File: src/rtl/pwm_timer_pkg.sv
package pwm_timer_pkg;

    typedef enum logic [1:0] {
        RUN_IDLE = 2'd0,
        RUN_FREE = 2'd1,
        RUN_ONCE = 2'd2
    } run_state_e;

    localparam logic [7:0] OFS_CFG    = 8'h00;
    localparam logic [7:0] OFS_COUNT  = 8'h08;
    localparam logic [7:0] OFS_SCALED = 8'h10;
    localparam logic [7:0] OFS_CMP0   = 8'h20;

    localparam int BIT_ZERO_MODE = 9;
    localparam int BIT_EN_FREE   = 12;
    localparam int BIT_EN_ONCE   = 13;
    localparam int BIT_FLAG0     = 28;

endpackage

File: src/rtl/pwm_count_core.sv
module pwm_count_core
    import pwm_timer_pkg::*;
#(
    parameter int CNT_W   = 31,
    parameter int CMP_W   = 16,
    parameter int SCALE_W = 4
) (
    input  logic               clk,
    input  logic               rst_n,
    input  logic [SCALE_W-1:0] scale,
    input  logic               zero_mode,
    input  logic [CMP_W-1:0]   cmp0,
    input  logic               cfg_we,
    input  logic               en_free,
    input  logic               en_once,
    input  logic               cnt_we,
    input  logic [CNT_W-1:0]   cnt_wdata,
    output logic [CNT_W-1:0]   count,
    output logic [CMP_W-1:0]   scaled,
    output logic               run_free,
    output logic               run_once
);

    localparam int EXT_W = CNT_W + CMP_W;
    localparam int IDX_W = $clog2(EXT_W);
    localparam int SH_W  = $clog2(CNT_W + CMP_W + 1);

    run_state_e state_q, state_d;
    logic [CNT_W-1:0] count_q, count_d;
    logic [EXT_W-1:0] ext;
    logic [SH_W-1:0]  shamt;
    logic [CNT_W-1:0] period_mask;
    logic running, period_end, zero_match, wrap;

    // scaled view of the counter
    always_comb begin
        ext    = {{CMP_W{1'b0}}, count_q};
        scaled = ext[IDX_W'(scale) +: CMP_W];
    end

    always_comb begin
        shamt       = SH_W'(CMP_W) + SH_W'(scale);
        period_mask = ~({CNT_W{1'b1}} << shamt);
        running     = (state_q != RUN_IDLE);
        period_end  = ((count_q & period_mask) == period_mask);
        zero_match  = zero_mode && (scaled == cmp0);
        wrap        = running && (period_end || zero_match);
    end

    // controller state register
    always_ff @(posedge clk or negedge rst_n) begin
        if (!rst_n) state_q <= RUN_IDLE;
        else        state_q <= state_d;
    end

    // controller transitions
    always_comb begin
        state_d = state_q;
        if (cfg_we) begin
            if (en_free)      state_d = RUN_FREE;
            else if (en_once) state_d = RUN_ONCE;
            else              state_d = RUN_IDLE;
        end else begin
            unique case (state_q)
                RUN_IDLE: state_d = RUN_IDLE;
                RUN_FREE: state_d = RUN_FREE;
                RUN_ONCE: state_d = wrap ? RUN_IDLE : RUN_ONCE;
                default:  state_d = RUN_IDLE;
            endcase
        end
    end

    // counter datapath
    always_comb begin
        if (cnt_we)       count_d = cnt_wdata;
        else if (wrap)    count_d = '0;
        else if (running) count_d = (count_q + 1'b1) & period_mask;
        else              count_d = count_q;
    end

    always_ff @(posedge clk or negedge rst_n) begin
        if (!rst_n) count_q <= '0;
        else        count_q <= count_d;
    end

    // outputs decoded from the state
    always_comb begin
        count    = count_q;
        run_free = (state_q == RUN_FREE);
        run_once = (state_q == RUN_ONCE);
    end

    a_r4_idle_hold: assert property (@(posedge clk) disable iff (!rst_n)
        (state_q == RUN_IDLE && !cnt_we) |=> $stable(count_q));

    a_r5_wrap_zero: assert property (@(posedge clk) disable iff (!rst_n)
        (running && period_end && !cnt_we) |=> (count_q == '0));

    a_r7_zero_restart: assert property (@(posedge clk) disable iff (!rst_n)
        (running && zero_mode && scaled == cmp0 && !cnt_we) |=> (count_q == '0));

    a_r6_once_stops: assert property (@(posedge clk) disable iff (!rst_n)
        (state_q == RUN_ONCE && wrap && !cfg_we) |=> (state_q == RUN_IDLE));

endmodule

File: src/rtl/pwm_compare_lane.sv
module pwm_compare_lane #(
    parameter int CMP_W = 16
) (
    input  logic             clk,
    input  logic             rst_n,
    input  logic             cmp_we,
    input  logic [CMP_W-1:0] cmp_wdata,
    input  logic [CMP_W-1:0] scaled,
    input  logic             flag_wr,
    input  logic             flag_wbit,
    output logic [CMP_W-1:0] cmp,
    output logic             out_n,
    output logic             flag
);

    logic [CMP_W-1:0] cmp_q;
    logic cond, cond_q, flag_q, rise;

    always_ff @(posedge clk or negedge rst_n) begin
        if (!rst_n)      cmp_q <= '0;
        else if (cmp_we) cmp_q <= cmp_wdata;
    end

    always_comb begin
        cond = (cmp_q != '0) && (scaled >= cmp_q);
        rise = cond && !cond_q;
    end

    always_ff @(posedge clk or negedge rst_n) begin
        if (!rst_n) begin
            cond_q <= 1'b0;
            flag_q <= 1'b0;
        end else begin
            cond_q <= cond;
            flag_q <= (flag_q && !(flag_wr && !flag_wbit)) || rise;
        end
    end

    always_comb begin
        cmp   = cmp_q;
        out_n = ~cond;
        flag  = flag_q;
    end

    a_r9_flag_set: assert property (@(posedge clk) disable iff (!rst_n)
        (cond && !cond_q) |=> flag_q);

    a_r9_flag_clear: assert property (@(posedge clk) disable iff (!rst_n)
        (flag_wr && !flag_wbit && !(cond && !cond_q)) |=> !flag_q);

endmodule

File: src/rtl/scaled_pwm_timer.sv
module scaled_pwm_timer
    import pwm_timer_pkg::*;
#(
    parameter int NUM_CH  = 4,
    parameter int CNT_W   = 31,
    parameter int CMP_W   = 16,
    parameter int SCALE_W = 4
) (
    input  logic              clk,
    input  logic              rst_n,
    input  logic              bus_valid,
    input  logic              bus_write,
    input  logic [7:0]        bus_addr,
    input  logic [31:0]       bus_wdata,
    output logic [31:0]       bus_rdata,
    output logic [NUM_CH-1:0] pwm_out_n,
    output logic [NUM_CH-1:0] irq
);

    localparam int STRIDE = 4;

    logic wr;
    logic cfg_we, cnt_we;
    logic [SCALE_W-1:0] scale_q;
    logic zero_mode_q;
    logic [CNT_W-1:0] count;
    logic [CMP_W-1:0] scaled;
    logic run_free, run_once;
    logic [NUM_CH-1:0] cmp_we;
    logic [CMP_W-1:0] cmp_val [NUM_CH];

    always_comb begin
        wr     = bus_valid && bus_write;
        cfg_we = wr && (bus_addr == OFS_CFG);
        cnt_we = wr && (bus_addr == OFS_COUNT);
    end

    always_ff @(posedge clk or negedge rst_n) begin
        if (!rst_n) begin
            scale_q     <= '0;
            zero_mode_q <= 1'b0;
        end else if (cfg_we) begin
            scale_q     <= bus_wdata[SCALE_W-1:0];
            zero_mode_q <= bus_wdata[BIT_ZERO_MODE];
        end
    end

    pwm_count_core #(
        .CNT_W(CNT_W), .CMP_W(CMP_W), .SCALE_W(SCALE_W)
    ) u_core (
        .clk(clk), .rst_n(rst_n),
        .scale(scale_q), .zero_mode(zero_mode_q), .cmp0(cmp_val[0]),
        .cfg_we(cfg_we),
        .en_free(bus_wdata[BIT_EN_FREE]), .en_once(bus_wdata[BIT_EN_ONCE]),
        .cnt_we(cnt_we), .cnt_wdata(bus_wdata[CNT_W-1:0]),
        .count(count), .scaled(scaled),
        .run_free(run_free), .run_once(run_once)
    );

    for (genvar n = 0; n < NUM_CH; n++) begin : g_lane
        assign cmp_we[n] = wr && (bus_addr == OFS_CMP0 + 8'(STRIDE * n));

        pwm_compare_lane #(.CMP_W(CMP_W)) u_lane (
            .clk(clk), .rst_n(rst_n),
            .cmp_we(cmp_we[n]), .cmp_wdata(bus_wdata[CMP_W-1:0]),
            .scaled(scaled),
            .flag_wr(cfg_we), .flag_wbit(bus_wdata[BIT_FLAG0 + n]),
            .cmp(cmp_val[n]), .out_n(pwm_out_n[n]), .flag(irq[n])
        );
    end

    always_comb begin
        bus_rdata = '0;
        if (bus_addr == OFS_CFG) begin
            bus_rdata[SCALE_W-1:0]                 = scale_q;
            bus_rdata[BIT_ZERO_MODE]               = zero_mode_q;
            bus_rdata[BIT_EN_FREE]                 = run_free;
            bus_rdata[BIT_EN_ONCE]                 = run_once;
            bus_rdata[BIT_FLAG0 +: NUM_CH]         = irq;
        end else if (bus_addr == OFS_COUNT) begin
            bus_rdata[CNT_W-1:0] = count;
        end else if (bus_addr == OFS_SCALED) begin
            bus_rdata[CMP_W-1:0] = scaled;
        end else begin
            for (int n = 0; n < NUM_CH; n++) begin
                if (bus_addr == OFS_CMP0 + 8'(STRIDE * n))
                    bus_rdata[CMP_W-1:0] = cmp_val[n];
            end
        end
    end

    a_r8_zero_off: assert property (@(posedge clk) disable iff (!rst_n)
        (cmp_val[0] == '0) |-> pwm_out_n[0]);

endmodule

File: config.mk
export PLATFORM = sky130hd
export DESIGN_NAME = scaled_pwm_timer
export DESIGN_NICKNAME = d
export VERILOG_FILES = /design/src/rtl/pwm_timer_pkg.sv /design/src/rtl/pwm_count_core.sv /design/src/rtl/pwm_compare_lane.sv /design/src/rtl/scaled_pwm_timer.sv
export SDC_FILE = /design/constraint.sdc
export NUM_CORES = 1
export LEC_CHECK = 0
export CORE_UTILIZATION = 59
export CTS_CLUSTER_DIAMETER = 60
export DETAILED_ROUTE_END_ITERATION = 10
export PLACE_DENSITY = 0.85
export SYNTH_ARGS = -nofsm -noshare
export SYNTH_HDL_FRONTEND = slang
export SYNTH_SLANG_ARGS = --single-unit
File: constraint.sdc
create_clock -name clk -period 5.2 [get_ports clk]
set_input_delay 1.04 -clock clk [delete_from_list [all_inputs] [get_ports clk]]
set_output_delay 1.04 -clock clk [all_outputs]
set_load 0.03 [all_outputs]
==> qor.csv <==
stage;metric;value;unit
status;outcome;finished, final reports clean;
worst_setup_path;worst setup path start;scale_q[0]$_DFFE_PN0P_;
logic_synthesis;Syn Std Cell Area;9110;µm²
sta;Tcrit/Tclk final;94.4;%
drt;Antenna Nets Post-Route;0;
finish;proportion of layout cells with a drive suffix above 1;16.8;%
logic_synthesis;cell taking the most area after synthesis;dfrtp_1;
worst_setup_path;CP Max Fanout;12;
drt;Initial DRT Pass Iterations;6;
die;num ports;84;
finish;Layout Area Growth over Synthesis;14.7;%
power;Worst VDD drop;0.000206;V
logic_synthesis;Distinct cells, synth;76;
clock_tree;Hold Buf Count CTS;0;
clock_tree;total clock sinks;110;
drt;Starting DRT DRC Count;1356;
min_path;hold path start;g_lane[0].u_lane.cond_q$_DFF_PN0_;
global_route;remaining global-route overflow;0;
min_path;hold depth;1;
sta;setup TNS;0;ns
drt;DRC Markers;0;
worst_setup_path;critical path class;register to output port;
logic_synthesis;Synth Area per Inst;8.94;µm²
worst_setup_path;crit end category;output port;
logic_synthesis;Synth Warn #;0;
sta;Fmax;0.204;GHz
drt;WL/cell;25.5;µm
global_route;global-route wire length before repair;50.1;mm
finish;fin util;69.0;%
sta;final-report setup violation count;0;
clock_tree;TritonCTS clock tree;built;
sta;crit path time final;4.91;ns
finish;Inserted Diodes;0;
die;DIE WIDTH;126;µm
die;Die H;126;µm
power;Seq pwr share;35.1;%
sta;worst hold slack;0.431;ns
global_route;number of global-route vias before repair;8225;
min_path;Hold Path Class;register to register;
worst_setup_path;Worst EP arrival;3.87;ns
power;Static Leak;4.51;nW
logic_synthesis;sequential element share of the synthesized area;30.2;%
global_route;initial antenna violation count;0;
place;HPWL after detailed placement;24.6;mm
logic_synthesis;flops & latches, synth;110;
finish;Final #Nets;1197;
clock_tree;insertion delay to the later sink of the worst-skew pair;0.37;ns
die;Initial Utilization;60.2;%
logic_synthesis;top post-synthesis cells by area;dfrtp_1, ha_1, mux2_2;
drt;Routed WL;32.6;mm
sta;Slew Limit Fails;0;
place;dpl cells;1261;
global_route;GRT Util Overall;42.3;%
worst_setup_path;cells on worst reg2reg path;15;
power;sw frac;41.0;%
die;# rows;45;
logic_synthesis;Mapped Nets;1131;
place;gp weighted congestion;1.00;
sta;RSZ-0062 raised after global routing;no;
sta;Worst Max-Slew Pin Slew;1.02;ns
clock_tree;CTS buffer count;9;
global_route;pin count of the biggest net entering global routing;55;
run;Max-Cap Viols;0;
die;core area;15100;µm²
clock_tree;htree depth;3;
logic_synthesis;Primary FF master, synth;dfrtp_1;
power;Combinational Power Share;39.5;%
die;DIE AREA;15900;µm²
place;port bufs;83;
clock_tree;clock-pin slew on the worst setup and hold paths;0.08;ns
clock_tree;clock buffer depth;2;
logic_synthesis;gate count after technology mapping;1019;
worst_setup_path;Startpoint Class;register;
power;pwr dens;301;nW/µm²
worst_setup_path;worst r2r src;scale_q[1]$_DFFE_PN0P_;
drt;drt via density;6.91;
logic_synthesis;EDFF count, synth;0;
power;Int Power;0.00186;W
sta;relative slew slack;30.3;%
logic_synthesis;Synth top area share;30.2;%
power;Switching Power;0.00129;W
clock_tree;clock root cell;clkbuf_16;
drt;vias;8831;
sta;Worst Clk Skew;0.0106;ns
worst_setup_path;CP Data Required Time;4.16;ns
sta;final hold violation count;0;
finish;final cell count without fillers;1278;
logic_synthesis;Post-synth ARST share;100;%
power;clock network fraction of total power;25.3;%
-- stage by stage --
step	instance area, µm²	total power [W]	setup slack (ns)
floorplan	9110	0.00187	0.887
global placement	10100	0.00228	0.311
detailed placement	10100	0.00231	0.436
CTS	10400	0.00310	0.0861
global route	10500	0.00330	0.0399
finish	10500	0.00315	0.293
-- final timing paths --
| path | slack, ns | end |
|---|---|---|
| setup / recovery | 0.29 | pwm_out_n[0] |
| hold / removal | 0.43 | g_lane[0].u_lane.flag$_DFF_PN0_ |
| setup reg to reg | 0.87 | u_core.count[29]$_DFFE_PN0P_ |
| hold reg to reg | 0.43 | g_lane[0].u_lane.flag$_DFF_PN0_ |
| max in group asynchronous | 3.56 | g_lane[1].u_lane.cmp[7]$_DFFE_PN0P_ |
| min in group asynchronous | 0.75 | u_core.count[19]$_DFFE_PN0P_ |
-- synth_stat cells (all sizes together), types with 11 or more instances --
cell type	count
dfrtp	110
nand2	81
inv	75
mux2	71
a21oi	68
ha	68
o21ai	63
nor2	59
buf	41
clkbuf	33
and3	29
mux2i	29
nor4	27
nand3	22
a21o	21
nand4	15
nand2b	14
mux4	12
o21a	11
-- cells by family (layout without fill, tap and decap cells) --
family	after synthesis	after routing	synth area share, %
adder cells (fa/ha/maj)	68	68	9.34
multiplexers	112	112	15.3
XOR/XNOR	12	12	1.15
flip-flops	110	110	30.2
AND/OR/NAND/NOR	297	297	17.2
buffers and inverters	149	220	7.22
AO/OA/AOI/OAI	271	271	19.5
-- power groups by stage --
stage                     Sequential, W  Combinational, W  Clock (W)
after global placement          0.00111           0.00117          0
final                           0.00111           0.00124   0.000797
after global routing            0.00111           0.00136   0.000826
after floorplan                 0.00102          0.000846          0
after detailed placement        0.00111           0.00119          0
after CTS                       0.00109           0.00121   0.000801
-- cell usage in the layout (no fill, tap or decap), drive strengths merged, types with 4 or more instances in the layout --
cell             n
a211o            4
a211oi           7
a21boi           4
a21o            21
a21oi           68
a221o            9
a221oi           7
a22o             5
a22oi           10
a31oi            8
a41oi            4
and2            10
and3            29
and4             7
buf             69
clkbuf           9
clkdlybuf4s50   60
dfrtp          110
ha              68
inv             80
mux2            71
mux2i           29
mux4            12
nand2           81
nand2b          14
nand3           22
nand4           15
nor2            59
nor2b            7
nor3            10
nor4            27
o2111ai          5
o211ai           4
o21a            11
o21ai           63
o22ai            9
o311ai           5
o31ai            9
xor2             9
-- critical path: stages, from the launching register on --
cell and delay [ns]:
dfrtp_4 0.54, mux2_2 0.40, mux4_2 0.51, mux2_2 0.37, ha_1 0.34, a21o_1 0.16
a21o_1 0.18, a21oi_1 0.16, nor3_1 0.07, a2111oi_0 0.38, a21o_1 0.22, buf_4 0.17
-- sequential cells by signal, indices dropped and copies added, names as in the netlist --
name                  flops
g_lane.u_lane.cond_q      4
u_core.count             31
scale_q                   4
g_lane.u_lane.cmp        64
u_core.state_q            2
zero_mode_q               1
g_lane.u_lane.flag        4
-- what timing repair did --
item,in CTS,in global routing
resized for setup,0,2
setup buffers,0,1
endpoints found under the setup margin,0,4
-- layer usage --
layer  routed length (µm)  vias to the layer above  GRT usage [%]
met5                    0                        -              0
met4                 1840                        0           20.8
met3                 3860                      116           9.86
met2                13800                      616           61.4
met1                13100                     4207           59.2
li1                     -                     3892              -
-- cell type report --
type | instances | area (µm²)
sequential | 110 | 2760
inverter | 75 | 282
clock inverter | 7 | 105
clock buffer | 9 | 225
tap | 188 | 235
fill | 1214 | 4690
multi-input combinational | 760 | 5720
timing repair buffer | 129 | 1130
No activity file was read; power rests on OpenSTA's default activity.
